### src/rtl/dma_rb_pkg.sv
package dma_rb_pkg;
  localparam int AW = 12;
  localparam int DW = 32;
  localparam int BASE_LSB = 10;
  localparam logic [DW-1:0] ALT_DELTA = 32'h0000_0200;
  localparam logic [7:0] VER_MAJOR = 8'd2;
  localparam logic [7:0] VER_MINOR = 8'd0;

  localparam logic [AW-1:0] OFF_STATUS = 12'h000;
  localparam logic [AW-1:0] OFF_CONFIG = 12'h004;
  localparam logic [AW-1:0] OFF_TBASE  = 12'h008;
  localparam logic [AW-1:0] OFF_ABASE  = 12'h00C;
  localparam logic [AW-1:0] OFF_SWREQ  = 12'h010;
  localparam logic [AW-1:0] OFF_ERROR  = 12'h014;
  localparam logic [AW-1:0] OFF_BRST_S = 12'h020;
  localparam logic [AW-1:0] OFF_BRST_C = 12'h024;
  localparam logic [AW-1:0] OFF_MASK_S = 12'h028;
  localparam logic [AW-1:0] OFF_MASK_C = 12'h02C;
  localparam logic [AW-1:0] OFF_ENAB_S = 12'h030;
  localparam logic [AW-1:0] OFF_ENAB_C = 12'h034;
  localparam logic [AW-1:0] OFF_ALTS_S = 12'h038;
  localparam logic [AW-1:0] OFF_ALTS_C = 12'h03C;
  localparam logic [AW-1:0] OFF_PRIO_S = 12'h040;
  localparam logic [AW-1:0] OFF_PRIO_C = 12'h044;
  localparam logic [AW-1:0] OFF_VERSN  = 12'h0FC;

  typedef struct packed {
    logic cfg;
    logic tbase;
    logic swreq;
    logic err;
    logic brst_s;
    logic brst_c;
    logic mask_s;
    logic mask_c;
    logic enab_s;
    logic enab_c;
    logic alts_s;
    logic alts_c;
    logic prio_s;
    logic prio_c;
  } wr_strobe_t;

  // One attribute bit: toggle first, then set/clear with a selectable winner.
  function automatic logic attr_bit_next(input logic q, input logic s,
                                         input logic c, input logic t,
                                         input bit set_wins);
    logic v;
    v = q ^ t;
    if (set_wins) return (v & ~c) | s;
    return (v | s) & ~c;
  endfunction

  function automatic logic [DW-1:0] align_base(input logic [DW-1:0] w);
    return {w[DW-1:BASE_LSB], {BASE_LSB{1'b0}}};
  endfunction

  function automatic logic [DW-1:0] alt_base_of(input logic [DW-1:0] b);
    return b + ALT_DELTA;
  endfunction

  function automatic logic [DW-1:0] status_word(input logic [4:0] nch_m1,
                                                input logic [3:0] st,
                                                input logic men);
    return {11'd0, nch_m1, 8'd0, st, 3'd0, men};
  endfunction

  function automatic logic [DW-1:0] version_word();
    return {16'd0, VER_MAJOR, VER_MINOR};
  endfunction
endpackage

### src/rtl/dma_rb_decode.sv
module dma_rb_decode
  import dma_rb_pkg::*;
(
  input  logic [AW-1:0] bus_addr,
  input  logic          bus_wr,
  output wr_strobe_t    strb
);
  always_comb begin
    strb        = '0;
    strb.cfg    = bus_wr && (bus_addr == OFF_CONFIG);
    strb.tbase  = bus_wr && (bus_addr == OFF_TBASE);
    strb.swreq  = bus_wr && (bus_addr == OFF_SWREQ);
    strb.err    = bus_wr && (bus_addr == OFF_ERROR);
    strb.brst_s = bus_wr && (bus_addr == OFF_BRST_S);
    strb.brst_c = bus_wr && (bus_addr == OFF_BRST_C);
    strb.mask_s = bus_wr && (bus_addr == OFF_MASK_S);
    strb.mask_c = bus_wr && (bus_addr == OFF_MASK_C);
    strb.enab_s = bus_wr && (bus_addr == OFF_ENAB_S);
    strb.enab_c = bus_wr && (bus_addr == OFF_ENAB_C);
    strb.alts_s = bus_wr && (bus_addr == OFF_ALTS_S);
    strb.alts_c = bus_wr && (bus_addr == OFF_ALTS_C);
    strb.prio_s = bus_wr && (bus_addr == OFF_PRIO_S);
    strb.prio_c = bus_wr && (bus_addr == OFF_PRIO_C);
  end
endmodule

### src/rtl/dma_rb_attr.sv
module dma_rb_attr
  import dma_rb_pkg::*;
#(
  parameter int NCH      = 32,
  parameter bit SET_WINS = 1'b0
) (
  input  logic           clk,
  input  logic           rst_n,
  input  logic           wr_set,
  input  logic           wr_clr,
  input  logic [NCH-1:0] wdata,
  input  logic [NCH-1:0] hw_set,
  input  logic [NCH-1:0] hw_clr,
  input  logic [NCH-1:0] hw_tog,
  output logic [NCH-1:0] q
);
  for (genvar g = 0; g < NCH; g++) begin : g_bit
    logic bit_q;
    logic set_any;
    logic clr_any;
    assign set_any = (wr_set & wdata[g]) | hw_set[g];
    assign clr_any = (wr_clr & wdata[g]) | hw_clr[g];
    always_ff @(posedge clk) begin
      if (!rst_n) bit_q <= 1'b0;
      else        bit_q <= attr_bit_next(bit_q, set_any, clr_any, hw_tog[g], SET_WINS);
    end
    assign q[g] = bit_q;
  end
endmodule

### src/rtl/dma_rb_rdmux.sv
module dma_rb_rdmux
  import dma_rb_pkg::*;
#(
  parameter int NCH = 32
) (
  input  logic [AW-1:0]  bus_addr,
  input  logic [3:0]     eng_state,
  input  logic           master_en,
  input  logic [DW-1:0]  ctl_base,
  input  logic           err_flag,
  input  logic [NCH-1:0] sw_req,
  input  logic [NCH-1:0] use_burst,
  input  logic [NCH-1:0] req_mask,
  input  logic [NCH-1:0] chan_en,
  input  logic [NCH-1:0] alt_sel,
  input  logic [NCH-1:0] prio_hi,
  output logic [DW-1:0]  rdata
);
  localparam logic [4:0] NCH_M1 = 5'(NCH - 1);

  always_comb begin
    unique case (bus_addr)
      OFF_STATUS:             rdata = status_word(NCH_M1, eng_state, master_en);
      OFF_CONFIG:             rdata = {{(DW-1){1'b0}}, master_en};
      OFF_TBASE:              rdata = ctl_base;
      OFF_ABASE:              rdata = alt_base_of(ctl_base);
      OFF_SWREQ:              rdata = DW'(sw_req);
      OFF_ERROR:              rdata = {{(DW-1){1'b0}}, err_flag};
      OFF_BRST_S, OFF_BRST_C: rdata = DW'(use_burst);
      OFF_MASK_S, OFF_MASK_C: rdata = DW'(req_mask);
      OFF_ENAB_S, OFF_ENAB_C: rdata = DW'(chan_en);
      OFF_ALTS_S, OFF_ALTS_C: rdata = DW'(alt_sel);
      OFF_PRIO_S, OFF_PRIO_C: rdata = DW'(prio_hi);
      OFF_VERSN:              rdata = version_word();
      default:                rdata = '0;
    endcase
  end
endmodule

### src/rtl/dma_regbank.sv
module dma_regbank
  import dma_rb_pkg::*;
#(
  parameter int NCH = 32
) (
  input  logic                   clk,
  input  logic                   rst_n,
  input  logic [AW-1:0]          bus_addr,
  input  logic                   bus_wr,
  input  logic [DW-1:0]          bus_wdata,
  output logic [DW-1:0]          bus_rdata,
  input  logic [3:0]             eng_state,
  input  logic [NCH-1:0]         evt_xfer_end,
  input  logic [NCH-1:0]         evt_burst_tail,
  input  logic [NCH-1:0]         evt_swreq_done,
  input  logic [NCH-1:0]         evt_alt_swap,
  input  logic                   evt_bus_err,
  input  logic [$clog2(NCH)-1:0] evt_err_chan,
  output logic                   master_en,
  output logic [DW-1:0]          ctl_base,
  output logic [NCH-1:0]         chan_en,
  output logic [NCH-1:0]         req_mask,
  output logic [NCH-1:0]         use_burst,
  output logic [NCH-1:0]         alt_sel,
  output logic [NCH-1:0]         prio_hi,
  output logic [NCH-1:0]         sw_req,
  output logic                   bus_err_flag
);
  localparam logic [NCH-1:0] ZERO_V = '0;

  wr_strobe_t     strb;
  logic [NCH-1:0] wvec;
  logic [NCH-1:0] err_hit;       // channel hit by a bus error this cycle
  logic [NCH-1:0] enab_hw_clr;   // engine-side clears of the enable vector
  logic [NCH-1:0] brst_hw_clr;   // engine-side clears of the burst vector
  logic           err_w1c;       // software acknowledge of the error flag

  assign wvec        = bus_wdata[NCH-1:0];
  assign err_hit     = evt_bus_err ? (NCH'(1) << evt_err_chan) : ZERO_V;
  assign enab_hw_clr = evt_xfer_end | err_hit;
  assign brst_hw_clr = evt_xfer_end | evt_burst_tail;
  assign err_w1c     = strb.err & bus_wdata[0];

  dma_rb_decode u_dec (.bus_addr(bus_addr), .bus_wr(bus_wr), .strb(strb));

  dma_rb_attr #(.NCH(NCH), .SET_WINS(1'b0)) u_burst (
    .clk(clk), .rst_n(rst_n), .wr_set(strb.brst_s), .wr_clr(strb.brst_c),
    .wdata(wvec), .hw_set(ZERO_V), .hw_clr(brst_hw_clr), .hw_tog(ZERO_V),
    .q(use_burst));

  dma_rb_attr #(.NCH(NCH), .SET_WINS(1'b0)) u_mask (
    .clk(clk), .rst_n(rst_n), .wr_set(strb.mask_s), .wr_clr(strb.mask_c),
    .wdata(wvec), .hw_set(ZERO_V), .hw_clr(ZERO_V), .hw_tog(ZERO_V),
    .q(req_mask));

  dma_rb_attr #(.NCH(NCH), .SET_WINS(1'b0)) u_enab (
    .clk(clk), .rst_n(rst_n), .wr_set(strb.enab_s), .wr_clr(strb.enab_c),
    .wdata(wvec), .hw_set(ZERO_V), .hw_clr(enab_hw_clr), .hw_tog(ZERO_V),
    .q(chan_en));

  dma_rb_attr #(.NCH(NCH), .SET_WINS(1'b0)) u_alts (
    .clk(clk), .rst_n(rst_n), .wr_set(strb.alts_s), .wr_clr(strb.alts_c),
    .wdata(wvec), .hw_set(ZERO_V), .hw_clr(ZERO_V), .hw_tog(evt_alt_swap),
    .q(alt_sel));

  dma_rb_attr #(.NCH(NCH), .SET_WINS(1'b0)) u_prio (
    .clk(clk), .rst_n(rst_n), .wr_set(strb.prio_s), .wr_clr(strb.prio_c),
    .wdata(wvec), .hw_set(ZERO_V), .hw_clr(ZERO_V), .hw_tog(ZERO_V),
    .q(prio_hi));

  // Software requests: a fresh write beats the completion of an older one.
  dma_rb_attr #(.NCH(NCH), .SET_WINS(1'b1)) u_swrq (
    .clk(clk), .rst_n(rst_n), .wr_set(strb.swreq), .wr_clr(1'b0),
    .wdata(wvec), .hw_set(ZERO_V), .hw_clr(evt_swreq_done), .hw_tog(ZERO_V),
    .q(sw_req));

  always_ff @(posedge clk) begin
    if (!rst_n) begin
      master_en    <= 1'b0;
      ctl_base     <= '0;
      bus_err_flag <= 1'b0;
    end else begin
      if (strb.cfg)   master_en <= bus_wdata[0];
      if (strb.tbase) ctl_base  <= align_base(bus_wdata);
      bus_err_flag <= evt_bus_err | (bus_err_flag & ~err_w1c);
    end
  end

  dma_rb_rdmux #(.NCH(NCH)) u_rd (
    .bus_addr(bus_addr), .eng_state(eng_state), .master_en(master_en),
    .ctl_base(ctl_base), .err_flag(bus_err_flag), .sw_req(sw_req),
    .use_burst(use_burst), .req_mask(req_mask), .chan_en(chan_en),
    .alt_sel(alt_sel), .prio_hi(prio_hi), .rdata(bus_rdata));
endmodule

### config.mk
export PLATFORM = sky130hd
export DESIGN_NAME = dma_regbank
export DESIGN_NICKNAME = d
export VERILOG_FILES = /design/src/rtl/dma_rb_pkg.sv /design/src/rtl/dma_rb_decode.sv /design/src/rtl/dma_rb_attr.sv /design/src/rtl/dma_rb_rdmux.sv /design/src/rtl/dma_regbank.sv
export SDC_FILE = /design/constraint.sdc
export NUM_CORES = 1
export LEC_CHECK = 0
export CORE_MARGIN = 2
export CORE_UTILIZATION = 41
export CTS_CLUSTER_SIZE = 20
export DETAILED_ROUTE_END_ITERATION = 8
export HOLD_SLACK_MARGIN = 0.12
export PLACE_DENSITY = 0.86
export SYNTH_ARGS = -nofsm -noshare
export SYNTH_HDL_FRONTEND = slang
export SYNTH_SLANG_ARGS = --single-unit
### constraint.sdc
create_clock -name clk -period 1.98 [get_ports clk]
set_input_delay 0.297 -clock clk [delete_from_list [all_inputs] [get_ports clk]]
set_output_delay 0.297 -clock clk [all_outputs]
set_load 0.05 [all_outputs]
Yosys cells after proc, flatten, opt, wreduce, memory -nomap -nowiden --
Cells that the tools add are included.
Storage, ports and cells: bits of input ports 185, logic and storage cells 1362, register bits 216, output and inout port bits 258
Operators by class: multiplexer cells 35, add/sub/neg operators 1, equal/unequal tests 16, bitwise gates (word level) 1094, shifts and indexed selects 1, reduce and logical (&&, ||, !) cells 20
Operator list (number):
- $and 1x1->1 | 578
- $pmux 32 s12 | 1
- $or 1x1->1 | 289
- $not 1->1 | 193
- $eq 12x6->1 const B | 8
- $or 32x32->32 | 2
- $mux 1 | 33
- $add 32x10->32 const B | 1
- $mux 32 | 1
- $shl 1x5->32 const A | 1
- $xor 1x1->1 | 32
- $eq 12x4->1 const B | 2
- $eq 12x5->1 const B | 2
- $eq 12x7->1 const B | 2
- $logic_and 1x1->1 | 14
- $eq 12x3->1 const B | 1
- $eq 12x8->1 const B | 1
- $logic_not 12->1 | 1
- $reduce_or 2->1 | 5

Depth between registers and ports, before layout --
word-level depth 6, gate-level depth with buffers 7, mapped depth without buffers 4

Hierarchy --
From an unflattened synthesis, not the netlist that was laid out.
Second synthesis, totals: cells, all modules 1758, area, all modules 16433.3 um^2
By module, submodules not included:
- dma_rb_attr at u_alts ... | area each 2057.0 um^2, sequential area each 640.6 um^2, cells an instance 201, instances 5
- dma_rb_attr at u_swrq | area each 2183.3 um^2, sequential area each 640.6 um^2, cells an instance 237, instances 1
- dma_rb_rdmux | area each 2132.0 um^2, sequential area each 0.0 um^2, cells an instance 312, instances 1
- dma_regbank | area each 1627.8 um^2, sequential area each 480.5 um^2, cells an instance 177, instances 1
- dma_rb_decode | area each 205.2 um^2, sequential area each 0.0 um^2, cells an instance 27, instances 1

Least setup slack after synthesis --
OpenSTA, ideal clock, no wires.
kind in2out, start input bus_addr[4], end output bus_rdata[5], setup slack -0.962 ns, cell stages on the path 6, required time 1.683 ns, arrival 2.645 ns, buffers on the path 2, cell sequence buf_2 -> nor4b_2 -> clkbuf_1 -> a21oi_1 -> o221ai_1 -> nor3b_1
Between the ends: cells in the longest elaborated chain, start to end 3, elaborated cells between the ends (all ways) 23, classes of those cells 16 x eq/ne; 1 x mux; 6 x reduce/logical
Ends and longest elaborated chain:
- start: declaration | line dma_regbank.sv:8 | input logic [AW-1:0] bus_addr,
- $eq 12x7->1 / $eq 12x6->1 (equally long branches) | line dma_rb_rdmux.sv:22 | unique case (bus_addr)
- $reduce_or 2->1 | line dma_rb_rdmux.sv:22
- $pmux 32 s12 (*) | line dma_rb_rdmux.sv:22
- end: declaration | line dma_regbank.sv:11 | output logic [DW-1:0] bus_rdata,
Mark *: on every way between the ends. The rest lies on a longest branch, timed or not.

Worst setup path in the final report --
start input bus_addr[6], end output bus_rdata[31]
The elaborated chain is that of the path after synthesis.

==> results.sh <==
export IMPL_rsz0062_at_grt="true"
export IMPL_holdBufCountCts=0
export IMPL_dpl_hpwl_mm=41.79
export IMPL_antenna_found_initial=0
export IMPL_yosysTopAreaCell="dfxtp_1"
export IMPL_drv_cap=0
export IMPL_path_max_fanout=6
export IMPL_cts_sinks=216
export IMPL_outcome="finished, violations left"
export IMPL_fp_coreArea_um2=29560
export IMPL_synth_distinct_cells=60
export IMPL_regToRegStartpoint="u_alts.g_bit[2].bit_q"
export IMPL_synth_area_leaders="dfxtp_1 35%, buf_4 12%, a21oi_1 9.0%"
export IMPL_drtPass1Iterations=5
export IMPL_setup_viol=33
export IMPL_switching_share_pct=27.98
export IMPL_final_area_um2=18800
export IMPL_synth_edff_count=0
export IMPL_synthFlopType="dfxtp_1"
export IMPL_cts_htree_levels=1
export IMPL_start_kind="input pin"
export IMPL_gr_usage_all_layers_pct=34.63
export IMPL_r2r_slack_ps=940
export IMPL_rows=63
export IMPL_synth_top_area_share_pct=35.26
export IMPL_wirelength_mm=58.07
export IMPL_tightest_slew_ps=577.6
export IMPL_drtAntennaViolNets=0
export IMPL_p_clk_share_pct=41.6
export IMPL_internal_power_uw=7752
export IMPL_clk_pin_slew_ps=60
export IMPL_power_frac_comb_pct=16.6
export IMPL_grt_max_degree=76
export IMPL_worst_ir_drop_vdd_mv=0.4523
export IMPL_setup_ws_ps=-358.2
export IMPL_die_h_um=176.9
export IMPL_io_pins=443
export IMPL_die_area_um2=31310
export IMPL_synth_commonest_cells="220 x a21oi_1, 216 x dfxtp_1, 203 x buf_4"
export IMPL_gr_total_overflow=0
export IMPL_drive_gt1_share_pct=27.58
export IMPL_vias=13030
export IMPL_placed_cell_area_um2=17420
export IMPL_start_util_pct=41.49
export IMPL_sequentialPowerShare_pct=41.8
export IMPL_min_path_cells=3
export IMPL_cts_tree="yes"
export IMPL_gp_congestion=0.9219
export IMPL_ys_ff_latch=216
export IMPL_arrival_ps=2040
export IMPL_ys_seq_area_share_pct=35.26
export IMPL_synth_async_reset_ratio_pct=0
export IMPL_hold_end="u_swrq.g_bit[19].bit_q"
export IMPL_fin_crit_sh_pct=118.1
export IMPL_final_cell_count_no_fill=2141
export IMPL_critPathKind="input pin to output pin"
export IMPL_slew_violations=0
export IMPL_post_place_cells=2062
export IMPL_area_growth_pct=53.31
export IMPL_wire_per_inst_um=27.12
export IMPL_drc=0
export IMPL_hold_start="rst_n"
export IMPL_grt_pass1_wl_mm=81.39
export IMPL_hold_violations=0
export IMPL_drt_initial_drc_count=1331
export IMPL_syn_area_per_cell_um2=8.835
export IMPL_numCtsBuffers=24
export IMPL_clk_latency_ps=520
export IMPL_p_sw_uw=3012
export IMPL_numPortBuffers=432
export IMPL_diodes=0
export IMPL_syn_cell_area_um2=12260
export IMPL_clock_fmax_mhz=427.7
export IMPL_root_buffer="clkbuf_16"
export IMPL_end_kind="output pin"
export IMPL_synthCells=1388
export IMPL_hp_class="input pin to flip-flop"
export IMPL_violations="setup timing"
export IMPL_fin_crit_ps=2338
export IMPL_r2r_cells=4
export IMPL_fin_skew_ps=0
export IMPL_p_leak_uw=0.007643
export IMPL_power_per_cell_area_nw_per_um2=572.5
export IMPL_relSlewSlack_pct=61.37
export IMPL_avgViaCountPerCell=6.086
export IMPL_r2r_end="u_alts.g_bit[2].bit_q"
export IMPL_finalNetCount=1919
export IMPL_yosysMostFrequentCell="a21oi_1"
export IMPL_die_width_um=176.9
export IMPL_yosys_warnings=0
export IMPL_cts_buffer_depth=3
export IMPL_cp_data_required_time_ps=1680
export IMPL_grt_pass1_vias=12940
-- state kept, by name (all words and copies together) (netlist names) --
signal / count
bus_err_flag: 1
ctl_base: 22
master_en: 1
u_alts.g_bit.bit_q: 32
u_burst.g_bit.bit_q: 32
u_enab.g_bit.bit_q: 32
u_mask.g_bit.bit_q: 32
u_prio.g_bit.bit_q: 32
u_swrq.g_bit.bit_q: 32
-- power by group through the flow --
| stage | clock network [uW] | registers (uW) | logic (uW) |
|---|---|---|---|
| 3_3_place_gp | 0 | 4590 | 1680 |
| 3_5_place_dp | 0 | 4600 | 1710 |
| 5_1_grt | 4680 | 4500 | 1850 |
| 2_1_floorplan | 0 | 4570 | 937 |
| 6_report | 4480 | 4500 | 1790 |
| 4_1_cts | 4500 | 4500 | 1720 |
-- layout make-up --
class | count | area [um2]
Fill cell | 2364 | 10760
Multi-Input combinational cell | 846 | 6693
Timing Repair Buffer | 642 | 6487
Sequential cell | 216 | 4330
Clock buffer | 31 | 688.2
Tap cell | 390 | 488.0
Clock inverter | 12 | 96.34
Inverter | 4 | 17.52
-- cell usage in the layout, fill, tap and decap left out, types with 8 or more instances in the layout --
cell type          n
a21oi_1          194
clkdlybuf4s50_1  173
a2111oi_2         49
a22o_1            16
nor2b_1           34
nand3_1            9
dfxtp_1          211
a22oi_1           10
a221oi_2          11
buf_4            170
nor2_1            87
buf_6             25
a211oi_1          88
nor2_4             8
buf_8              8
a222oi_1          13
buf_12            59
a2111oi_1         11
dlygate4sd2_1    198
nand2b_1          42
nor4_4             8
clkbuf_16         28
a21oi_4           24
nand2_1           15
conb_1            10
mux2i_1           49
nor3_1            13
xor2_1            32
-- how the worst max path moves through the flow --
stage                      startpoint       endpoint  slack [ps]
final                     bus_addr[6]  bus_rdata[31]        -360
after global routing      bus_addr[6]  bus_rdata[30]        -400
after CTS                 bus_addr[7]   bus_rdata[6]        -360
after detailed placement  bus_addr[6]  bus_rdata[28]       -1050
after global placement    bus_addr[6]  bus_rdata[28]       -1010
after floorplan           bus_addr[6]  bus_rdata[16]        -190
-- logic make-up (layout without fill, tap and decap cells) --
kind of cell              Yosys count  after routing  synth area share [%]
xor gates and xnor gates           32             32                 2.285
AOI/OAI and AO/OA                 474            474                 28.31
and+or+nand+nor                   277            277                 12.60
muxes                              53             53                 4.448
other                               1             10               0.03058
DFF                               216            216                 35.26
buffers and inverters             335            689                 17.06
-- worst max-delay path: stages --
cell and delay, ps:
buf_12 110, or4b_4 550, nor3_4 160, buf_12 140, buf_16 140, buf_4 150
buf_4 110, a221oi_2 70, a21oi_4 150, buf_12 150
-- per-layer routing --
metal / track usage (%) / vias up / part of all wire (%)
met3: 7.775 / 227 / 11
li1: - / 5608 / -
met4: 15.70 / 0 / 5.6
met2: 59.31 / 934 / 47
met1: 41.23 / 6262 / 37
met5: 0 / - / 0
-- timing repair --
action / CTS / global route
setup endpoints to repair: 439 / 133
gates cloned: 5 / 3
gates resized for setup: 287 / 53
endpoints found under the hold margin: 0 / 0
setup buffers: 20 / 14
pin swaps: 34 / 39
-- per-stage QoR --
stage	power (uW)	hold slack (ps)	TNS [ps]	util (%)	setup WS, ps
3_3_place_gp	6269	491.6	-182600	58.94	-1009
4_1_cts	10720	261.2	-9093	62.40	-355.1
2_1_floorplan	5507	365.9	-6107	-	-186.7
3_5_place_dp	6303	511.3	-193280	58.94	-1051
6_report	10760	277.9	-8461	63.60	-358.2
5_1_grt	11030	292.4	-9982	63.60	-404.4
No activity file was read; power rests on OpenSTA's default activity.
